## config.mk

```make
export PLATFORM = sky130hd
export DESIGN_NAME = pci_aper_reporter
export DESIGN_NICKNAME = d
export VERILOG_FILES = /design/src/rtl/pci_aper_pkg.sv /design/src/rtl/pci_aper_phase.sv /design/src/rtl/pci_aper_parity.sv /design/src/rtl/pci_aper_report.sv /design/src/rtl/pci_aper_reporter.sv
export SDC_FILE = /design/constraint.sdc
export NUM_CORES = 1
export LEC_CHECK = 0
export CORE_MARGIN = 2
export CORE_UTILIZATION = 30
export CTS_CLUSTER_SIZE = 24
export DETAILED_ROUTE_END_ITERATION = 8
export DONT_BUFFER_PORTS = 1
export PLACE_DENSITY = 0.42
export SYNTH_ARGS = -nofsm -noshare
export SYNTH_HDL_FRONTEND = slang
export SYNTH_SLANG_ARGS = --single-unit
```

## constraint.sdc

```tcl
create_clock -name clk -period 2.2 [get_ports clk]
set_input_delay 0.44 -clock clk [delete_from_list [all_inputs] [get_ports clk]]
set_output_delay 0.44 -clock clk [all_outputs]
set_load 0.005 [all_outputs]
```

## src/rtl/pci_aper_pkg.sv

```systemverilog
package pci_aper_pkg;
   localparam int unsigned DFLT_AD_W   = 32;
   localparam int unsigned DFLT_LANE_W = 8;

   function automatic int unsigned lane_count(input int unsigned ad_w, input int unsigned lane_w);
      return ad_w / lane_w;
   endfunction
endpackage

```

## src/rtl/pci_aper_phase.sv

```systemverilog
module pci_aper_phase
   import pci_aper_pkg::*;
#(
   parameter int unsigned AD_W   = DFLT_AD_W,
   parameter int unsigned LANE_W = DFLT_LANE_W,
   localparam int unsigned LANES = lane_count(AD_W, LANE_W)
) (
   input  logic             clk,
   input  logic             rst_n,
   input  logic             frame_n,
   input  logic [AD_W-1:0]  ad,
   input  logic [LANES-1:0] cbe_n,
   input  logic             ad_out_en,
   output logic             cap_vld,
   output logic [AD_W-1:0]  cap_ad,
   output logic [LANES-1:0] cap_cbe
);
   logic frame_seen_idle_q;
   logic addr_edge;

   // first low sample of frame after a high sample
   assign addr_edge = !frame_n && frame_seen_idle_q;

   always_ff @(posedge clk or negedge rst_n) begin
      if (!rst_n) begin
         frame_seen_idle_q <= 1'b0;
         cap_vld           <= 1'b0;
         cap_ad            <= '0;
         cap_cbe           <= '0;
      end else begin
         frame_seen_idle_q <= frame_n;
         cap_vld           <= addr_edge && !ad_out_en;
         if (addr_edge) begin
            cap_ad  <= ad;
            cap_cbe <= cbe_n;
         end
      end
   end
endmodule

```

## src/rtl/pci_aper_parity.sv

```systemverilog
module pci_aper_parity
   import pci_aper_pkg::*;
#(
   parameter int unsigned AD_W   = DFLT_AD_W,
   parameter int unsigned LANE_W = DFLT_LANE_W,
   localparam int unsigned LANES = lane_count(AD_W, LANE_W)
) (
   input  logic [AD_W-1:0]  ad_s,
   input  logic [LANES-1:0] cbe_s,
   input  logic             par_s,
   output logic             odd
);
   logic [LANES-1:0] lane_par;

   generate
      if (AD_W % LANE_W != 0) begin : g_bad_width
         $error("AD_W must be a multiple of LANE_W");
      end
      if (LANES < 1) begin : g_bad_lanes
         $error("at least one byte lane is required");
      end
      for (genvar g = 0; g < LANES; g++) begin : g_lane
         assign lane_par[g] = ^{ad_s[g*LANE_W +: LANE_W], cbe_s[g]};
      end
   endgenerate

   assign odd = ^{lane_par, par_s};
endmodule

```

## src/rtl/pci_aper_report.sv

```systemverilog
module pci_aper_report (
   input  logic clk,
   input  logic rst_n,
   input  logic chk_vld,
   input  logic chk_odd,
   input  logic serr_en,
   input  logic perr_resp_en,
   input  logic sts_clr,
   output logic oe,
   output logic sts
);
   logic err_q;
   logic fire;

   assign fire = err_q && serr_en && perr_resp_en;

   always_ff @(posedge clk or negedge rst_n) begin
      if (!rst_n) begin
         err_q <= 1'b0;
         oe    <= 1'b0;
         sts   <= 1'b0;
      end else begin
         err_q <= chk_vld && chk_odd;
         oe    <= fire;
         if (fire)         sts <= 1'b1;
         else if (sts_clr) sts <= 1'b0;
      end
   end
endmodule

```

## src/rtl/pci_aper_reporter.sv

```systemverilog
module pci_aper_reporter
   import pci_aper_pkg::*;
#(
   parameter int unsigned AD_W   = DFLT_AD_W,
   parameter int unsigned LANE_W = DFLT_LANE_W,
   localparam int unsigned LANES = lane_count(AD_W, LANE_W)
) (
   input  logic             clk,
   input  logic             rst_n,
   input  logic             frame_n,
   input  logic [AD_W-1:0]  ad,
   input  logic [LANES-1:0] cbe_n,
   input  logic             par,
   input  logic             ad_out_en,
   input  logic             serr_en,
   input  logic             perr_resp_en,
   input  logic             sts_clr,
   output logic             serr_n_o,
   output logic             serr_oe,
   output logic             sts_serr
);
   logic             cap_vld;
   logic [AD_W-1:0]  cap_ad;
   logic [LANES-1:0] cap_cbe;
   logic             odd;

   pci_aper_phase #(.AD_W(AD_W), .LANE_W(LANE_W)) u_phase (
      .clk(clk), .rst_n(rst_n), .frame_n(frame_n), .ad(ad), .cbe_n(cbe_n),
      .ad_out_en(ad_out_en), .cap_vld(cap_vld), .cap_ad(cap_ad), .cap_cbe(cap_cbe)
   );

   pci_aper_parity #(.AD_W(AD_W), .LANE_W(LANE_W)) u_parity (
      .ad_s(cap_ad), .cbe_s(cap_cbe), .par_s(par), .odd(odd)
   );

   pci_aper_report u_report (
      .clk(clk), .rst_n(rst_n), .chk_vld(cap_vld), .chk_odd(odd),
      .serr_en(serr_en), .perr_resp_en(perr_resp_en), .sts_clr(sts_clr),
      .oe(serr_oe), .sts(sts_serr)
   );

   assign serr_n_o = !serr_oe;
endmodule

```

==> results.md <==
- F_max: 0.616 GHz
- First-pass GRT wire length: 4.79 mm
- Flop2flop setup slack: 580 ps
- Reg2reg start: u_phase.cap_ad[11]
- Vias in the first global route: 1015
- Netlist Area Pre-Place: 1830 µm²
- Mean Syn Cell Area: 15.1 µm²
- Ports: 47
- Period Utilization, post-route: 73.8%
- Area after DPL: 1930 µm²
- GRT Residual Overflow: 0
- Routed Antenna Nets: 0
- # nets final: 172
- Max-cap violation count: 0
- Synth Warn #: 0
- TritonCTS clock tree: yes
- Seq/Total Area, Yosys: 56.0%
- Num rows: 28
- # diodes: 0
- Post-layout util: 34.5%
- Peak VDD IR: 0.337 mV
- Starting Density: 30.9%
- Startpoint types: register
- DR DRC count: 0
- Clock period minus worst slack: 1620 ps
- Placed cell count: 194
- Critical Path AT: 1800 ps
- Pwr Total: 2050 µW
- Post-route cell area: 2040 µm²
- Hold Startpoint: frame_n
- Share of layout cells above drive strength 1: 36.4%
- Clock Tree Root: clkbuf_8
- CP max FO: 2
- Net count of the mapped netlist: 165
- Final hold viol count: 0
- Detailed Route WL: 2.91 mm
- Clock tree buffer depth: 2
- All-Layer GR Usage: 10.0%
- # clock sinks: 41
- CTS clk-pin slew, worst paths: 70 ps
- Setup Skew: 4.55 ps
- R2R Path End: u_report.err_q
- PwrDens: 1010 nW/µm²
- Hold endpoint: u_phase.frame_seen_idle_q
- Synthesis-stage register bit count: 41
- Clk Latency, worst-skew pair: 290 ps
- Slew HR: 82.6%
- Routability cong.: 0.625
- Die ar.: 6740 µm²
- Die height: 82.1 µm
- Setup crit end kind: register
- Worst reg-to-reg path cell count: 5
- Outcome: finished, final reports clean
- Critical Path RT: 2370 ps
- Crit path kind: reg2reg
- Hold depth: 0
- RSZ-0062 raised after global routing: no
- Syn Inst Count: 121
- Drt pass-1 iters: 4
- Leakage: 0.000858 µW
- Final setup TNS: 0 ps
- Wirelength per Cell: 14.3 µm
- Largest net degree at the start of global routing: 42
- CTS buffer count: 5
- Non-filler cells, final: 204
- Drt initial violations: 30
- Core area: 5920 µm²
- Fill cell count: 584
- H-tree lvl count: 2
- Vias per cell: 4.47
- Die Wd: 82.1 µm
- Hold WC Path Type: in2reg
- Synth-to-Final Area Change: 11.5%
- Commonest non-fill, non-tap cell in the layout: dfrtp_1
- Port Buf Inserts: 0
- Antenna violations before repair: 0
- Synth cell types: 14
- Detailed Place HPWL: 2.24 mm
- DR vias: 911
- Count of final setup violators: 0
- PostCTS Resize Cnt: 0
- Max-slew violations: 0
- Most frequent cells in the layout: dfrtp_1 (41), mux2_2 (36), xnor2_1 (24), clkbuf_8 (5), xnor3_1 (4)
- Worst-Margin Slew: 260 ps
per-layer routing:
layer | vias up | global-route usage (%) | share of wire, %
li1 | 420 | - | -
met1 | 449 | 10.1 | 39
met2 | 35 | 16.9 | 50
met3 | 7 | 5.22 | 8.3
met4 | 0 | 5.00 | 2.2
met5 | - | 0 | 0
layout make-up:
cell class | instances | area [µm²] | area share, %
flip-flops and latches | 41 | 1030 | 50.3
multi-input cells | 74 | 786 | 38.5
well taps | 75 | 93.8 | 4.60
clock buffers | 6 | 72.6 | 3.56
repair buffers | 4 | 45.0 | 2.21
clock inverters | 2 | 10.0 | 0.490
inverters | 2 | 7.51 | 0.368
Yosys cell counts, drive strengths merged:
library cell,number,area [µm²]
xor2,3,26.3
mux2,36,405
nor2b,2,12.5
dfrtp,41,1030
buf,3,15.0
inv,2,7.51
xnor2,24,210
a21o,1,7.51
mux2i,1,10.0
xnor3,4,90.1
nand2b,1,6.26
nand2,1,3.75
clkbuf,1,3.75
and3,1,6.26
worst max-delay path, stage by stage, from the launching register on:
cell,delay [ps]
dfrtp_1,390
xor2_1,180
xnor2_1,230
xnor2_1,160
xnor3_1,430
mux2i_1,120
where the power goes:
part	switching (µW)	leakage (µW)	internal, µW
Clock	238	0.0000450	220
Sequential	67.1	0.000489	859
Combinational	226	0.000324	442
Total	531	0.000858	1520
flip-flops by register name, summed over array words and instances (netlist names):
| register | flops |
|---|---|
| u_phase.cap_ad | 32 |
| u_phase.cap_vld | 1 |
| u_report.oe | 1 |
| u_report.err_q | 1 |
| u_phase.frame_seen_idle_q | 1 |
| u_report.sts | 1 |
| u_phase.cap_cbe | 4 |
kinds of logic after synthesis:
| group | count (synthesis) | synth area share, % |
|---|---|---|
| compound gates | 1 | 0.410 |
| xor+xnor | 31 | 17.8 |
| mux | 37 | 22.7 |
| flops | 41 | 56.0 |
| buf+inv | 6 | 1.44 |
| simple gates | 5 | 1.57 |
stage by stage:
step                setup slack, ps  hold WS [ps]
global route                    451           155
global placement                575           145
detailed placement              561           145
finish                          576           180
CTS                             541           164
floorplan                       639           144
repair_timing:
action / CTS / global route
setup endpoints to repair: 0 / 0
setup buffers: 0 / 0
hold buffers: 2 / 0
hold endpoints to repair: 41 / 0
how the worst max path moves through the flow:
| stage | to | cells past startpoint | slack [ps] | startpoint |
|---|---|---|---|---|
| floorplan | u_phase.cap_ad[0] | 4 | 640 | frame_n |
| global placement | u_report.err_q | 5 | 580 | u_phase.cap_ad[11] |
| detailed placement | u_report.err_q | 5 | 560 | u_phase.cap_ad[11] |
| CTS | u_report.err_q | 5 | 540 | u_phase.cap_ad[11] |
| global route | u_report.err_q | 5 | 450 | u_phase.cap_ad[19] |
| finish | u_report.err_q | 5 | 580 | u_phase.cap_ad[11] |
Note: power is estimated with default switching activity, not from simulation.
